<file path="src/rtl/async_tx_pkg.sv">
package async_tx_pkg;
  // command bit positions (software-visible layout)
  localparam int unsigned CB_ABORT = 6;
  localparam int unsigned CB_SPCL  = 3;
  localparam int unsigned CB_BADSP = 2;
  localparam int unsigned CB_START = 1;
  localparam int unsigned CB_STOP  = 0;
  localparam logic [7:0] CMD_WMASK = 8'h4F;

  localparam logic [7:0] CH_ESC   = 8'h7D;
  localparam logic [7:0] CH_FLAG  = 8'h7E;
  localparam logic [7:0] CH_START = 8'h11;
  localparam logic [7:0] CH_STOP  = 8'h13;

  typedef struct packed {
    logic       eof;
    logic [7:0] data;
  } txq_entry_t;
endpackage

</file>
<file path="src/rtl/tx_fifo.sv">
module tx_fifo #(
  parameter int unsigned W     = 9,
  parameter int unsigned DEPTH = 16
) (
  input  logic         clk,
  input  logic         rst,
  input  logic         clr,
  input  logic         push,
  input  logic [W-1:0] push_data,
  input  logic         pop,
  output logic [W-1:0] head,
  output logic         empty,
  output logic         full
);
  localparam int unsigned AW = (DEPTH > 1) ? $clog2(DEPTH) : 1;
  localparam int unsigned CW = AW + 1;

  logic [W-1:0]  mem [DEPTH];
  logic [AW-1:0] wr_ptr, rd_ptr;
  logic [CW-1:0] count;
  logic          do_push, do_pop;

  assign do_push = push && !full;
  assign do_pop  = pop && !empty;
  assign empty   = (count == '0);
  assign full    = (count == CW'(DEPTH));
  assign head    = mem[rd_ptr];

  always_ff @(posedge clk) begin
    if (do_push) mem[wr_ptr] <= push_data;
  end

  always_ff @(posedge clk) begin
    if (rst || clr) begin
      wr_ptr <= '0;
      rd_ptr <= '0;
      count  <= '0;
    end else begin
      if (do_push) wr_ptr <= (wr_ptr == AW'(DEPTH - 1)) ? '0 : wr_ptr + 1'b1;
      if (do_pop)  rd_ptr <= (rd_ptr == AW'(DEPTH - 1)) ? '0 : rd_ptr + 1'b1;
      count <= count + CW'(do_push) - CW'(do_pop);
    end
  end

  a_r2_full_holds: assert property (@(posedge clk) disable iff (rst)
    (full && push && !pop && !clr) |=> full);
  a_r10_clear_empties: assert property (@(posedge clk) disable iff (rst)
    clr |=> empty);
endmodule

</file>
<file path="src/rtl/tx_cmd_ctrl.sv">
module tx_cmd_ctrl
  import async_tx_pkg::*;
(
  input  logic       clk,
  input  logic       rst,
  input  logic       clr,
  input  logic       cmd_we,
  input  logic [7:0] cmd_wdata,
  output logic [7:0] cmd_q,
  input  logic       start_ok,
  input  logic       fifo_empty,
  input  txq_entry_t fifo_head,
  output logic       fifo_pop,
  output logic       ld,
  output logic [7:0] ld_data,
  output logic       ld_bad,
  output logic       eof_sent
);
  logic [7:0] cmd_r;
  logic       esc_done, dropping, eof_r;
  logic       abort_on, spcl_on, take_fifo, spcl_char;

  assign abort_on = cmd_r[CB_ABORT];
  assign spcl_on  = cmd_r[CB_SPCL];

  always_comb begin
    ld        = 1'b0;
    ld_data   = 8'h00;
    ld_bad    = 1'b0;
    take_fifo = 1'b0;
    spcl_char = 1'b0;
    if (start_ok) begin
      if (abort_on) begin
        ld      = 1'b1;
        ld_data = esc_done ? CH_FLAG : CH_ESC;
      end else if (spcl_on && cmd_r[CB_START]) begin
        ld        = 1'b1;
        ld_data   = CH_START;
        spcl_char = 1'b1;
      end else if (spcl_on && cmd_r[CB_STOP]) begin
        ld        = 1'b1;
        ld_data   = CH_STOP;
        spcl_char = 1'b1;
      end else if (!dropping && !fifo_empty) begin
        ld        = 1'b1;
        ld_data   = fifo_head.data;
        ld_bad    = spcl_on && cmd_r[CB_BADSP];
        take_fifo = 1'b1;
      end
    end
  end

  assign fifo_pop = take_fifo || (dropping && !fifo_empty);
  assign cmd_q    = cmd_r;
  assign eof_sent = eof_r;

  always_ff @(posedge clk) begin
    if (rst || clr) begin
      cmd_r    <= 8'h00;
      esc_done <= 1'b0;
      dropping <= 1'b0;
      eof_r    <= 1'b0;
    end else begin
      if (dropping && !fifo_empty && fifo_head.eof) dropping <= 1'b0;
      if (ld && abort_on) begin
        if (esc_done) begin
          esc_done <= 1'b0;
          dropping <= 1'b1;
          cmd_r    <= 8'h00;
        end else begin
          esc_done <= 1'b1;
        end
      end
      if (spcl_char || (take_fifo && ld_bad)) cmd_r <= 8'h00;
      if (take_fifo && fifo_head.eof) eof_r <= 1'b1;
      if (cmd_we) begin
        cmd_r    <= cmd_wdata & CMD_WMASK;
        esc_done <= 1'b0;
      end
    end
  end

  a_r4_special_clears: assert property (@(posedge clk) disable iff (rst)
    (start_ok && cmd_q[CB_SPCL] && (cmd_q[CB_START] || cmd_q[CB_STOP]) &&
     !cmd_q[CB_ABORT] && !cmd_we && !clr) |=> (cmd_q == 8'h00));
  a_r9_abort_survives_escape: assert property (@(posedge clk) disable iff (rst)
    (ld && ld_data == CH_ESC && abort_on && !cmd_we && !clr) |=> cmd_q[CB_ABORT]);
  a_r7_drop_pops: assert property (@(posedge clk) disable iff (rst)
    (dropping && !fifo_empty) |-> (fifo_pop && !ld_bad));
endmodule

</file>
<file path="src/rtl/tx_shifter.sv">
module tx_shifter #(
  parameter int unsigned DATA_BITS = 8
) (
  input  logic                 clk,
  input  logic                 rst,
  input  logic                 clr,
  input  logic                 tick,
  input  logic                 ld,
  input  logic [DATA_BITS-1:0] ld_data,
  input  logic                 ld_bad,
  output logic                 busy,
  output logic                 txd
);
  localparam int unsigned REMAIN = DATA_BITS + 1;
  localparam int unsigned CNTW   = $clog2(REMAIN + 1);

  logic [DATA_BITS:0] sh;
  logic [CNTW-1:0]    cnt;

  always_ff @(posedge clk) begin
    if (rst || clr) begin
      txd  <= 1'b1;
      busy <= 1'b0;
      cnt  <= '0;
      sh   <= '1;
    end else if (tick) begin
      if (busy) begin
        txd <= sh[0];
        sh  <= {1'b1, sh[DATA_BITS:1]};
        cnt <= cnt - 1'b1;
        if (cnt == CNTW'(1)) busy <= 1'b0;
      end else if (ld) begin
        txd  <= 1'b0;
        sh   <= {~ld_bad, ld_data};
        cnt  <= CNTW'(REMAIN);
        busy <= 1'b1;
      end else begin
        txd <= 1'b1;
      end
    end
  end

  a_r2_idle_marks: assert property (@(posedge clk) disable iff (rst)
    (tick && !busy && !ld && !clr) |=> txd);
  a_r2_start_low: assert property (@(posedge clk) disable iff (rst)
    (tick && !busy && ld && !clr) |=> (!txd && busy));
endmodule

</file>
<file path="src/rtl/async_tx_inject.sv">
module async_tx_inject
  import async_tx_pkg::*;
#(
  parameter int unsigned FIFO_DEPTH = 16
) (
  input  logic       clk,
  input  logic       rst,
  input  logic       baud_tick,
  input  logic       fifo_we,
  input  logic [7:0] fifo_wdata,
  input  logic       fifo_weof,
  output logic       fifo_full,
  output logic       fifo_empty,
  input  logic       cmd_we,
  input  logic [7:0] cmd_wdata,
  output logic [7:0] cmd_q,
  input  logic       en_we,
  input  logic       en_wdata,
  output logic       tx_enabled,
  input  logic       clr_tx,
  output logic       eof_sent,
  output logic       txd
);
  localparam int unsigned ENTRY_W = $bits(txq_entry_t);

  txq_entry_t push_ent, head_ent;
  logic       pop, busy, start_ok, ld, ld_bad, en_r;
  logic [7:0] ld_data;

  assign push_ent   = '{eof: fifo_weof, data: fifo_wdata};
  assign start_ok   = baud_tick && !busy && en_r;
  assign tx_enabled = en_r;

  always_ff @(posedge clk) begin
    if (rst)        en_r <= 1'b0;
    else if (en_we) en_r <= en_wdata;
  end

  tx_fifo #(.W(ENTRY_W), .DEPTH(FIFO_DEPTH)) u_fifo (
    .clk(clk), .rst(rst), .clr(clr_tx),
    .push(fifo_we), .push_data(push_ent),
    .pop(pop), .head(head_ent),
    .empty(fifo_empty), .full(fifo_full)
  );

  tx_cmd_ctrl u_ctrl (
    .clk(clk), .rst(rst), .clr(clr_tx),
    .cmd_we(cmd_we), .cmd_wdata(cmd_wdata), .cmd_q(cmd_q),
    .start_ok(start_ok), .fifo_empty(fifo_empty), .fifo_head(head_ent),
    .fifo_pop(pop), .ld(ld), .ld_data(ld_data), .ld_bad(ld_bad),
    .eof_sent(eof_sent)
  );

  tx_shifter #(.DATA_BITS(8)) u_shift (
    .clk(clk), .rst(rst), .clr(clr_tx), .tick(baud_tick),
    .ld(ld), .ld_data(ld_data), .ld_bad(ld_bad),
    .busy(busy), .txd(txd)
  );

  a_r11_no_start_disabled: assert property (@(posedge clk) disable iff (rst)
    !en_r |-> !ld);
  a_r10_enable_kept: assert property (@(posedge clk) disable iff (rst)
    (clr_tx && !en_we) |=> $stable(tx_enabled));
  a_r6_reserved_low: assert property (@(posedge clk) disable iff (rst)
    cmd_we |=> (cmd_q[7] == 1'b0 && cmd_q[5:4] == 2'b00));
endmodule

</file>
<file path="config.mk">
export PLATFORM = sky130hd
export DESIGN_NAME = async_tx_inject
export DESIGN_NICKNAME = d
export VERILOG_FILES = /design/src/rtl/async_tx_pkg.sv /design/src/rtl/tx_fifo.sv /design/src/rtl/tx_cmd_ctrl.sv /design/src/rtl/tx_shifter.sv /design/src/rtl/async_tx_inject.sv
export SDC_FILE = /design/constraint.sdc
export NUM_CORES = 1
export LEC_CHECK = 0
export ABC_AREA = 0
export BUFFER_PORTS_ARGS = -buffer_cell sky130_fd_sc_hd__buf_4
export CELL_PAD_IN_SITES_DETAIL_PLACEMENT = 2
export CELL_PAD_IN_SITES_GLOBAL_PLACEMENT = 2
export CORE_UTILIZATION = 26
export DETAILED_ROUTE_END_ITERATION = 8
export PLACE_DENSITY = 0.55
export SETUP_SLACK_MARGIN = 0.1
export SLEW_MARGIN = 20
export SYNTH_ARGS = -nofsm -noshare
export SYNTH_HDL_FRONTEND = slang
export SYNTH_SLANG_ARGS = --single-unit
export TNS_END_PERCENT = 100
</file>
<file path="constraint.sdc">
create_clock -name clk -period 3.3 [get_ports clk]
set_input_delay 0.66 -clock clk [delete_from_list [all_inputs] [get_ports clk]]
set_output_delay 0.66 -clock clk [all_outputs]
set_load 0.05 [all_outputs]
</file>
==> impl_metrics.yaml, run 1 <==
run_status:
  outcome: "complete, no violations"
worst_setup_path:
  worst_ep_arrival_time_ns: 3.23
  cp_max_fo: 6
  crit_type: "register to register"
  end_kind: "register"
  cp_data_required_time_ns: 3.66
  critPathLaunchType: "register"
layout:
  fin_nets: 593
  final_cell_area_um2: 9040
  syn2layout_area_growth_pct: 18.8
  drive_above_1_share_pct: 25.0
  insertedDiodeCount: 0
sta:
  setup_slack_ns: 0.427
  finClkSkew_ns: 0.0184
  min_period_ns: 2.87
  rsz0062_at_grt: "false"
  maxSlewHeadroom_pct: 48.6
  finalSetupTns_ns: 0
  worst_slew_pin_slew_ns: 0.771
  final-setup-viol-count: 0
  max_freq_ghz: 0.348
  finalCritPeriodShare_pct: 87.1
  finalHoldViolCount: 0
  maxSlewViolCount: 0
power:
  power_density_nw_per_um2: 543
  p_leak_uw: 0.00290
  p_sw_share_pct: 24.2
  power.internal_uw: 3720
  peakVddDrop_uv: 342
  pwr-share-comb_pct: 5.9
  p_clk_share_pct: 42.3
  p_sw_uw: 1190
  seqPwrFrac_pct: 51.8
floorplanning:
  io_pins: 38
  die_h_um: 173
  design.core.area_um2: 28800
  fp.dieW_um: 173
  row_count: 62
  initial_core_util_pct: 26.4
  dieArea_um2: 30000
synth:
  syn_inst: 494
  syn_area_um2: 7610
  synth-simple-area-share_pct: 7.19
  yosysSeqAreaShare_pct: 67.6
  async_flop_share_pct: 0
  synth_top_family_by_area: "multiplexers"
  synth_ff_type: "edfxtp_1"
  yosys-top-cells-count: "edfxtp_1 (144), nor2_1 (44), dfxtp_1 (41)"
  yosys-mux-area-fraction_pct: 11.9
  synth_edf_count: 144
  synth_adder_area_share_pct: 2.40
  synth_top_area_share_pct: 56.8
  yosysTopAreaCell: "edfxtp_1"
  synth.most_common_cell: "edfxtp_1"
  yosysUniqueCellTypes: 58
  synth_xor_area_share_pct: 0.921
  synth_compound_area_share_pct: 7.12
  ys_warn_count: 0
  ys_top_cells_by_area: "edfxtp_1 (57%), dfxtp_1 (11%), mux4_2 (9.8%), nor2_1 (2.2%), ha_1 (2.1%)"
  avgSynthCellArea_um2: 15.4
  ys_ff_latch: 185
route:
  via_count: 4391
  drcViolationCount: 0
  vias_per_cell: 4.62
  drt-total-wl_mm: 19.7
  first_pass_iters: 4
  routedWlPerCell_um: 20.7
  antenna_left: 0
  drtIter0Drc: 174
cts:
  cts_tree: "done"
  cts_num_sinks: 185
  clkSlewWorstSetupHoldPaths_ns: 0.08
  numCtsBuffers: 17
  cts_htree_levels: 4
  cts-root-buf: "clkbuf_16"
  cts-hold-fix-buffers: 0
  clkLatencyLatePin_ns: 0.44
  clock_path_buffers: 2
place:
  port_buffers: 31
  gp_congestion: 0.726
  place_hpwl_mm: 13.1
  placed_area_um2: 8410
  place_ws_ns: 0.189
grt:
  grt_usage_pct: 13.6
  grt_pass1_vias: 4871
  antenna_found_initial: 0
  grt-ovfl-total: 0
  grt_max_degree: 30
  grt_first_pass_wirelength_mm: 30.1
flow_run:
  cap_violations: 0
min_path:
  hp-class: "input pin to register"
layout make-up:
| type | count | area (um2) |
|---|---|---|
| clock buffer | 17 | 425 |
| clock inverter | 15 | 176 |
| fill | 2942 | 19700 |
| inverter | 18 | 67.6 |
| multi-input combinational | 267 | 2260 |
| sequential | 185 | 5150 |
| tap | 384 | 480 |
| timing repair buffer | 65 | 488 |
power by group through the flow:
stage,registers (uW),logic [uW],clock network [uW]
finish,2550,289,2080
global route,2550,314,2220
CTS,2550,276,2140
detailed placement,2600,273,0
global placement,2600,261,0
floorplan,2600,151,0
critical path, stage by stage (launching register included):
cell and delay (ns):
dfxtp_1 0.36, inv_1 0.07, ha_1 0.22, nor4b_4 0.14, buf_4 0.17, nor2_1 0.27, ha_1 0.29, inv_1 0.05
ha_1 0.16, inv_1 0.07, fa_1 0.46, inv_1 0.08, a21oi_1 0.06, nor2_1 0.14, o21ai_0 0.12, a21oi_1 0.14
stage by stage:
step	hold WS [ns]	utilization, %	cells	total power [uW]
after floorplan	0.449	-	496	2760
after global placement	0.456	29.2	915	2860
after detailed placement	0.475	29.2	915	2870
after CTS	0.386	31.3	947	4960
after global routing	0.394	31.4	951	5080
final	0.404	31.4	951	4910
path summary, 6_finish.rpt:
check	from	endpoint	slack, ns	cells after the start
min reg2reg	u_shift.sh[6]$_SDFFE_PP1P_	u_shift.sh[5]$_SDFFE_PP1P_	0.48	2
max	u_fifo.count[3]$_SDFF_PP0_	u_fifo.count[4]$_SDFF_PP0_	0.43	15
min	rst	tx_enabled$_SDFFE_PP0P_	0.40	2
max reg2reg	u_fifo.count[3]$_SDFF_PP0_	u_fifo.count[4]$_SDFF_PP0_	0.43	15
registers in the layout, summed over array words and instances (netlist names), named ones only:
register / flops
u_ctrl.cmd_q: 5
u_fifo.mem: 144
u_ctrl.dropping: 1
u_fifo.count: 5
u_shift.txd: 1
u_shift.busy: 1
u_shift.cnt: 4
u_ctrl.eof_sent: 1
u_ctrl.esc_done: 1
u_fifo.wr_ptr: 4
u_fifo.rd_ptr: 4
u_shift.sh: 9
tx_enabled: 1
cell families (layout without fill, tap and decap cells):
logic type | Yosys count | count (layout)
simple gates | 114 | 114
fa+ha+maj | 14 | 14
xor+xnor | 8 | 8
mux | 49 | 49
flops | 185 | 185
compound gates | 79 | 79
other cells | 1 | 3
buf+inv | 44 | 115
per-layer routing:
layer | GRT usage (%) | up-vias | part of all wire [%]
met3 | 2.90 | 15 | 3.5
met2 | 24.4 | 69 | 53
met1 | 16.5 | 2293 | 43
li1 | - | 2014 | -
met4 | 3.76 | 0 | 1.1
met5 | 0 | - | 0
what timing repair did:
action                                  4_1_cts  5_1_grt
endpoints found under the setup margin        0        1
resized for setup                             0        1
buffers inserted                              0        4
layout by cell type, fill, tap and decap left out, types with 2 or more instances in the layout:
master | netlist | routed
a211oi_1 | 7 | 7
xor2_1 | 5 | 5
nand3_1 | 4 | 4
inv_1 | 18 | 18
buf_4 | 6 | 65
edfxtp_1 | 144 | 144
o2111a_1 | 2 | 2
nor3_1 | 6 | 6
nand4_1 | 2 | 2
nor4_1 | 3 | 3
nor2b_1 | 5 | 5
nand2_1 | 28 | 28
nor2_1 | 44 | 44
or2_2 | 3 | 3
inv_6 | 0 | 2
a32o_1 | 4 | 4
conb_1 | 1 | 3
o22ai_1 | 5 | 5
a211o_1 | 4 | 4
and3_1 | 2 | 2
inv_8 | 0 | 4
ha_1 | 13 | 13
and2_1 | 2 | 2
mux4_2 | 33 | 33
a31oi_1 | 12 | 12
clkinvlp_4 | 0 | 3
nand2b_1 | 6 | 6
clkinv_8 | 0 | 3
mux2i_1 | 15 | 15
dfxtp_1 | 41 | 40
o21ai_0 | 11 | 10
o21ai_2 | 2 | 2
xnor2_1 | 3 | 3
clkbuf_16 | 0 | 17
a21oi_1 | 20 | 20
o21ai_1 | 1 | 2
(Power assumes the default switching activity.)
==> run 2: changes to the inputs <==
Settings changed: CORE_ASPECT_RATIO set to 1.1, CTS_BUF_LIST set to sky130_fd_sc_hd__clkbuf_2 sky130_fd_sc_hd__clkbuf_4 sky130_fd_sc_hd__clkbuf_8.
==> run 2 against run 1 <==
Final cell count shrank 2.1%. Largest cell class unchanged. Sequential power is essentially flat. Maximum frequency shrank 0.29%. Worst hold slack lost 0.022 ns. Via count grew 0.96%. Sequential share of layout area grew 1.4 points. Critical endpoint unchanged. Highest routed layer unchanged. Sequential cell count is the same. Setup slack lost 0.0083 ns.
==> impl_metrics.yaml, run 2 (same netlist as run 1, synthesis figures left out) <==
route:
  antenna_left: 0
  routedWlPerCell_um: 21.3
  drtIter0Drc: 226
  first_pass_iters: 7
  drt-total-wl_mm: 19.8
  drcViolationCount: 0
  vias_per_cell: 4.76
  via_count: 4433
power:
  p_leak_uw: 0.00281
  p_sw_share_pct: 23.9
  seqPwrFrac_pct: 56.8
  power.total_uw: 4480
  p_sw_uw: 1070
  power_density_nw_per_um2: 508
  p_clk_share_pct: 37.0
  power.internal_uw: 3410
  pwr-share-comb_pct: 6.2
  peakVddDrop_uv: 254
layout:
  final_cell_area_um2: 8820
  largest_register: "u_fifo.mem"
  drive_above_1_share_pct: 24.5
  stdcell_count: 931
  final_cell_mix: "edfxtp_1 (144), buf_4 (61), nor2_1 (44)"
  nFillCells: 2973
  largest_registers: "u_fifo.mem: 144 flops, u_shift.sh: 9 flops"
  fin_nets: 589
  insertedDiodeCount: 0
  largest_register_ffs: 144
  multiInputGateArea_um2: 2260
  syn2layout_area_growth_pct: 16.0
  layout_commonest_cell: "edfxtp_1"
  regArea_um2: 5150
floorplanning:
  io_pins: 38
  dieArea_um2: 30000
  fp.dieW_um: 165
  row_count: 65
  die_h_um: 181
  design.core.area_um2: 28700
  initial_core_util_pct: 26.5
cts:
  clkSlewWorstSetupHoldPaths_ns: 0.11
  cts_num_sinks: 185
  postCtsSetupRepairBufs: 0
  cts_tree: "done"
  cts-hold-fix-buffers: 0
  clock_path_buffers: 2
  cts-root-buf: "clkbuf_8"
  cts_htree_levels: 4
  numCtsBuffers: 17
  ctsResizeCount: 0
  clkLatencyLatePin_ns: 0.46
min_path:
  hold_end: "tx_enabled$_SDFFE_PP0P_"
  worst_hold_startpoint: "rst"
  whs_path_depth: 2
  hp-class: "input pin to register"
worst_setup_path:
  crit_type: "register to register"
  worst_ep_arrival_time_ns: 3.22
  rr_endpoint: "u_fifo.count[4]$_SDFF_PP0_"
  r2r_start: "u_ctrl.cmd_q[0]$_SDFFE_PP0P_"
  cp_data_required_time_ns: 3.64
  end_kind: "register"
  crit_family: "adder cells"
  slowest_stage: "o21ai_0"
  cp_common_cell: "inv_1"
  critPathBufInv: 3
  critPathLaunchType: "register"
  cp_max_fo: 5
  cpPeakStageDelay_ns: 0.46
  crit_chain: "o21ai_0 > a31oi_1 > nor2_1 > ha_1 > inv_1 > ha_1 > inv_1 > fa_1 > inv_1 > a21oi_1 > nor2_1 > or3_1 > a21oi_1"
  r2r_setup_slack_ns: 0.42
  ff2ff_path_depth: 13
grt:
  grt_pass1_vias: 4997
  grt_max_degree: 30
  grt-ovfl-total: 0
  grt_first_pass_wirelength_mm: 30.2
  grt_usage_pct: 13.9
  antenna_found_initial: 0
sta:
  finalHoldViolCount: 0
  worst_slew_pin_slew_ns: 0.682
  maxSlewHeadroom_pct: 54.1
  finalCritPeriodShare_pct: 87.3
  final-setup-viol-count: 0
  rsz0062_at_grt: "false"
  finClkSkew_ns: 0.0223
  min_period_ns: 2.88
  maxSlewViolCount: 0
  max_freq_ghz: 0.347
  finalSetupTns_ns: 0
place:
  port_buffers: 31
  placed_area_um2: 8370
  dp.cells: 897
  place_hpwl_mm: 13.5
  gp_congestion: 0.689
run_status:
  outcome: "complete, no violations"
flow_run:
  cap_violations: 0
==> run 2: changes by cell type in the layout (fill, tap and decap cells not counted), sizes merged <==
cell	change
clkbuf	+1
buf	-4
clkinv	+2
bufinv	+2
inv	-2
clkinvlp	-3
==> run 2: through the flow <==
step	worst slack (ns)	util, %	hold slack, ns
final	0.419	30.7	0.382
after detailed placement	0.188	29.2	0.465
after floorplan	0.254	-	0.449
after CTS	0.208	30.7	0.348
after global placement	0.267	29.2	0.464
after global routing	0.165	30.7	0.360
==> run 2: cell type report <==
type | instances | area share, %
clock buffer | 18 | 2.74
clock inverter | 14 | 2.17
inverter | 18 | 0.766
multi-input combinational | 267 | 25.6
sequential | 185 | 58.3
tap | 368 | 5.22
timing repair buffer | 61 | 5.19
==> run 2: power groups by stage <==
stage / Combinational [uW] / Sequential (uW) / Clock, uW
floorplan: 151 / 2600 / 0
global placement: 262 / 2600 / 0
detailed placement: 275 / 2600 / 0
CTS: 277 / 2540 / 1710
global route: 308 / 2550 / 1800
finish: 279 / 2540 / 1660
==> run 2: worst register-to-register path, cell delays in order, from the launching register on <==
cell     delay [ns]
dfxtp_1        0.35
o21ai_0        0.46
a31oi_1        0.21
nor2_1         0.27
ha_1           0.29
inv_1          0.05
ha_1           0.17
inv_1          0.07
fa_1           0.46
inv_1          0.07
a21oi_1        0.06
nor2_1         0.13
or3_1          0.13
a21oi_1        0.06
==> run 2: layer usage <==
layer / share of wire (%) / GRT usage [%]
met5: 0 / 0
met4: 1.2 / 3.63
met3: 2.7 / 2.51
met2: 53 / 24.7
met1: 44 / 17.0
==> run 2: how the worst max path moves through the flow <==
stage | end | slack [ns] | cells after the start | startpoint
floorplan | u_fifo.count[4]$_SDFF_PP0_ | 0.25 | 14 | u_fifo.count[3]$_SDFF_PP0_
finish | u_fifo.count[4]$_SDFF_PP0_ | 0.42 | 13 | u_ctrl.cmd_q[0]$_SDFFE_PP0P_
CTS | u_fifo.count[4]$_SDFF_PP0_ | 0.21 | 14 | u_fifo.count[3]$_SDFF_PP0_
global route | u_fifo.count[4]$_SDFF_PP0_ | 0.17 | 13 | u_ctrl.cmd_q[0]$_SDFFE_PP0P_
detailed placement | u_fifo.count[4]$_SDFF_PP0_ | 0.19 | 14 | baud_tick
global placement | u_fifo.count[4]$_SDFF_PP0_ | 0.27 | 14 | baud_tick
==> run 3: changes to the inputs <==
Settings changed: PLACE_DENSITY 0.55 to 0.56.
Clock period 3.3 ns to 2.6 ns, I/O delays scaled along.
==> run 3 against run 2 <==
Die area did not move. Setup slack got worse by 0.18 ns. Global-route usage rose by 0.29 points. Combinational power rose by 34%. Highest routed layer unchanged. Sequential cell count unchanged. Non-clock buffer count grew 12. Register-to-register slack got worse by 0.18 ns. Power is 26% higher. Core utilization grew 0.54 points. Critical path depth grew 1.
==> impl_metrics.yaml, run 3 (same netlist as run 1, synthesis figures left out) <==
sta:
  maxSlewHeadroom_pct: 54.1
  max_freq_ghz: 0.423
  worst_slew_pin_slew_ns: 0.687
  finalCritPeriodShare_pct: 90.8
  min_period_ns: 2.36
  finClkSkew_ns: 0.0149
  maxSlewViolCount: 0
  rsz0062_at_grt: "true"
  finalHoldViolCount: 0
  setup_slack_ns: 0.238
  final-setup-viol-count: 0
grt:
  grt_max_degree: 37
  grt_usage_pct: 14.2
  grt_first_pass_wirelength_mm: 30.4
  grt-ovfl-total: 0
  grt_pass1_vias: 4919
  antenna_found_initial: 0
floorplanning:
  io_pins: 38
  die_h_um: 181
  dieArea_um2: 30000
  row_count: 65
  fp.dieW_um: 165
  initial_core_util_pct: 26.5
  design.core.area_um2: 28700
flow_run:
  cap_violations: 0
layout:
  insertedDiodeCount: 0
  drive_above_1_share_pct: 28.5
  final_cell_area_um2: 8980
  final_cell_mix: "edfxtp_1 (144), buf_4 (71), nor2_1 (42)"
  fin_nets: 601
  layout_commonest_cell: "edfxtp_1"
  largest_registers: "u_fifo.mem: 144 flops, u_shift.sh: 9 flops"
  largest_register: "u_fifo.mem"
  largest_register_ffs: 144
  syn2layout_area_growth_pct: 18.0
  nFillCells: 2963
worst_setup_path:
  end_kind: "register"
  r2r_setup_slack_ns: 0.24
  crit_chain: "inv_2 > ha_4 > nor4b_4 > nor2_2 > ha_1 > inv_1 > ha_2 > inv_2 > fa_2 > inv_1 > a21oi_2 > nor2_2 > or3_1 > a21oi_1"
  crit_family: "adder cells"
  crit_type: "register to register"
  cp_data_required_time_ns: 3.00
  cpPeakStageDelay_ns: 0.34
  slowest_stage: "dfxtp_2"
  worst_ep_arrival_time_ns: 2.76
  critPathLaunchType: "register"
  cp_max_fo: 3
  critPathBufInv: 4
power:
  peakVddDrop_uv: 307
  power_density_nw_per_um2: 631
  p_leak_uw: 0.00287
min_path:
  hp-class: "input pin to register"
cts:
  cts_htree_levels: 4
  cts_tree: "done"
  clkSlewWorstSetupHoldPaths_ns: 0.11
  clkLatencyLatePin_ns: 0.47
  cts-root-buf: "clkbuf_8"
  clock_path_buffers: 2
  cts_num_sinks: 185
  numCtsBuffers: 17
  cts-hold-fix-buffers: 0
run_status:
  outcome: "complete, no violations"
place:
  port_buffers: 31
  placed_area_um2: 8520
  gp_congestion: 0.728
  place_hpwl_mm: 13.1
  place_ws_ns: -0.0612
route:
  drtIter0Drc: 189
  drt-total-wl_mm: 19.9
  antenna_left: 0
  routedWlPerCell_um: 21.1
  drcViolationCount: 0
  vias_per_cell: 4.69
  first_pass_iters: 4
  via_count: 4426
==> run 3: cell count changes in the layout (fill, tap and decap cells not counted), moves of 3 or more <==
cell and delta:
buf_4 +10, clkinv_8 +4, inv_2 +3, inv_1 -3, dfxtp_1 -3, dfxtp_2 +3
==> run 3: path summary, 6_finish.rpt <==
check                                   from                         end  cells after the start
setup reg to reg  u_fifo.count[2]$_SDFF_PP0_  u_fifo.count[4]$_SDFF_PP0_                     14
hold reg to reg   u_shift.sh[6]$_SDFFE_PP1P_  u_shift.sh[5]$_SDFFE_PP1P_                      2
setup / recovery  u_fifo.count[2]$_SDFF_PP0_  u_fifo.count[4]$_SDFF_PP0_                     14
hold / removal                           rst     tx_enabled$_SDFFE_PP0P_                      2
==> run 3: final cells by class <==
class	count	area, um2	area share [%]
sequential	185	5150	57.4
multi-input combinational	267	2290	25.5
inverter	18	67.6	0.753
clock buffer	17	234	2.61
timing repair buffer	73	573	6.38
clock inverter	15	205	2.29
tap	368	460	5.13
==> run 3: repair_timing <==
action	CTS	global route
buffers inserted	0	1
gates resized for setup	1	3
pin swaps	0	0
endpoints found under the setup margin	1	1
==> run 3: through the flow <==
step	hold WS, ns	instances	setup TNS, ns	utilization, %	power (uW)
floorplan	0.449	496	-0.267	-	3500
global placement	0.458	910	-0.0538	29.7	3650
detailed placement	0.474	910	-0.0612	29.7	3670
CTS	0.185	942	0	31.2	5750
global route	0.189	943	0	31.3	5890
finish	0.215	943	0	31.3	5670
==> run 3: layer usage <==
layer	vias to the layer above	part of all wire (%)	global-route usage, %
li1	2030	-	-
met1	2324	44	17.8
met2	54	52	24.4
met3	18	2.6	2.79
met4	0	1.5	4.04
met5	-	0	0
==> run 3: worst reg2reg max path: stages (launching register included) <==
cell	delay, ns
dfxtp_2	0.34
inv_2	0.07
ha_4	0.14
nor4b_4	0.25
nor2_2	0.08
ha_1	0.28
inv_1	0.04
ha_2	0.17
inv_2	0.05
fa_2	0.18
inv_1	0.05
a21oi_2	0.12
nor2_2	0.05
or3_1	0.34
a21oi_1	0.12
==> run 3: where the power goes <==
group | switching, uW | internal, uW
clock network | 1230 | 835
registers | 17.6 | 3210
logic | 232 | 141
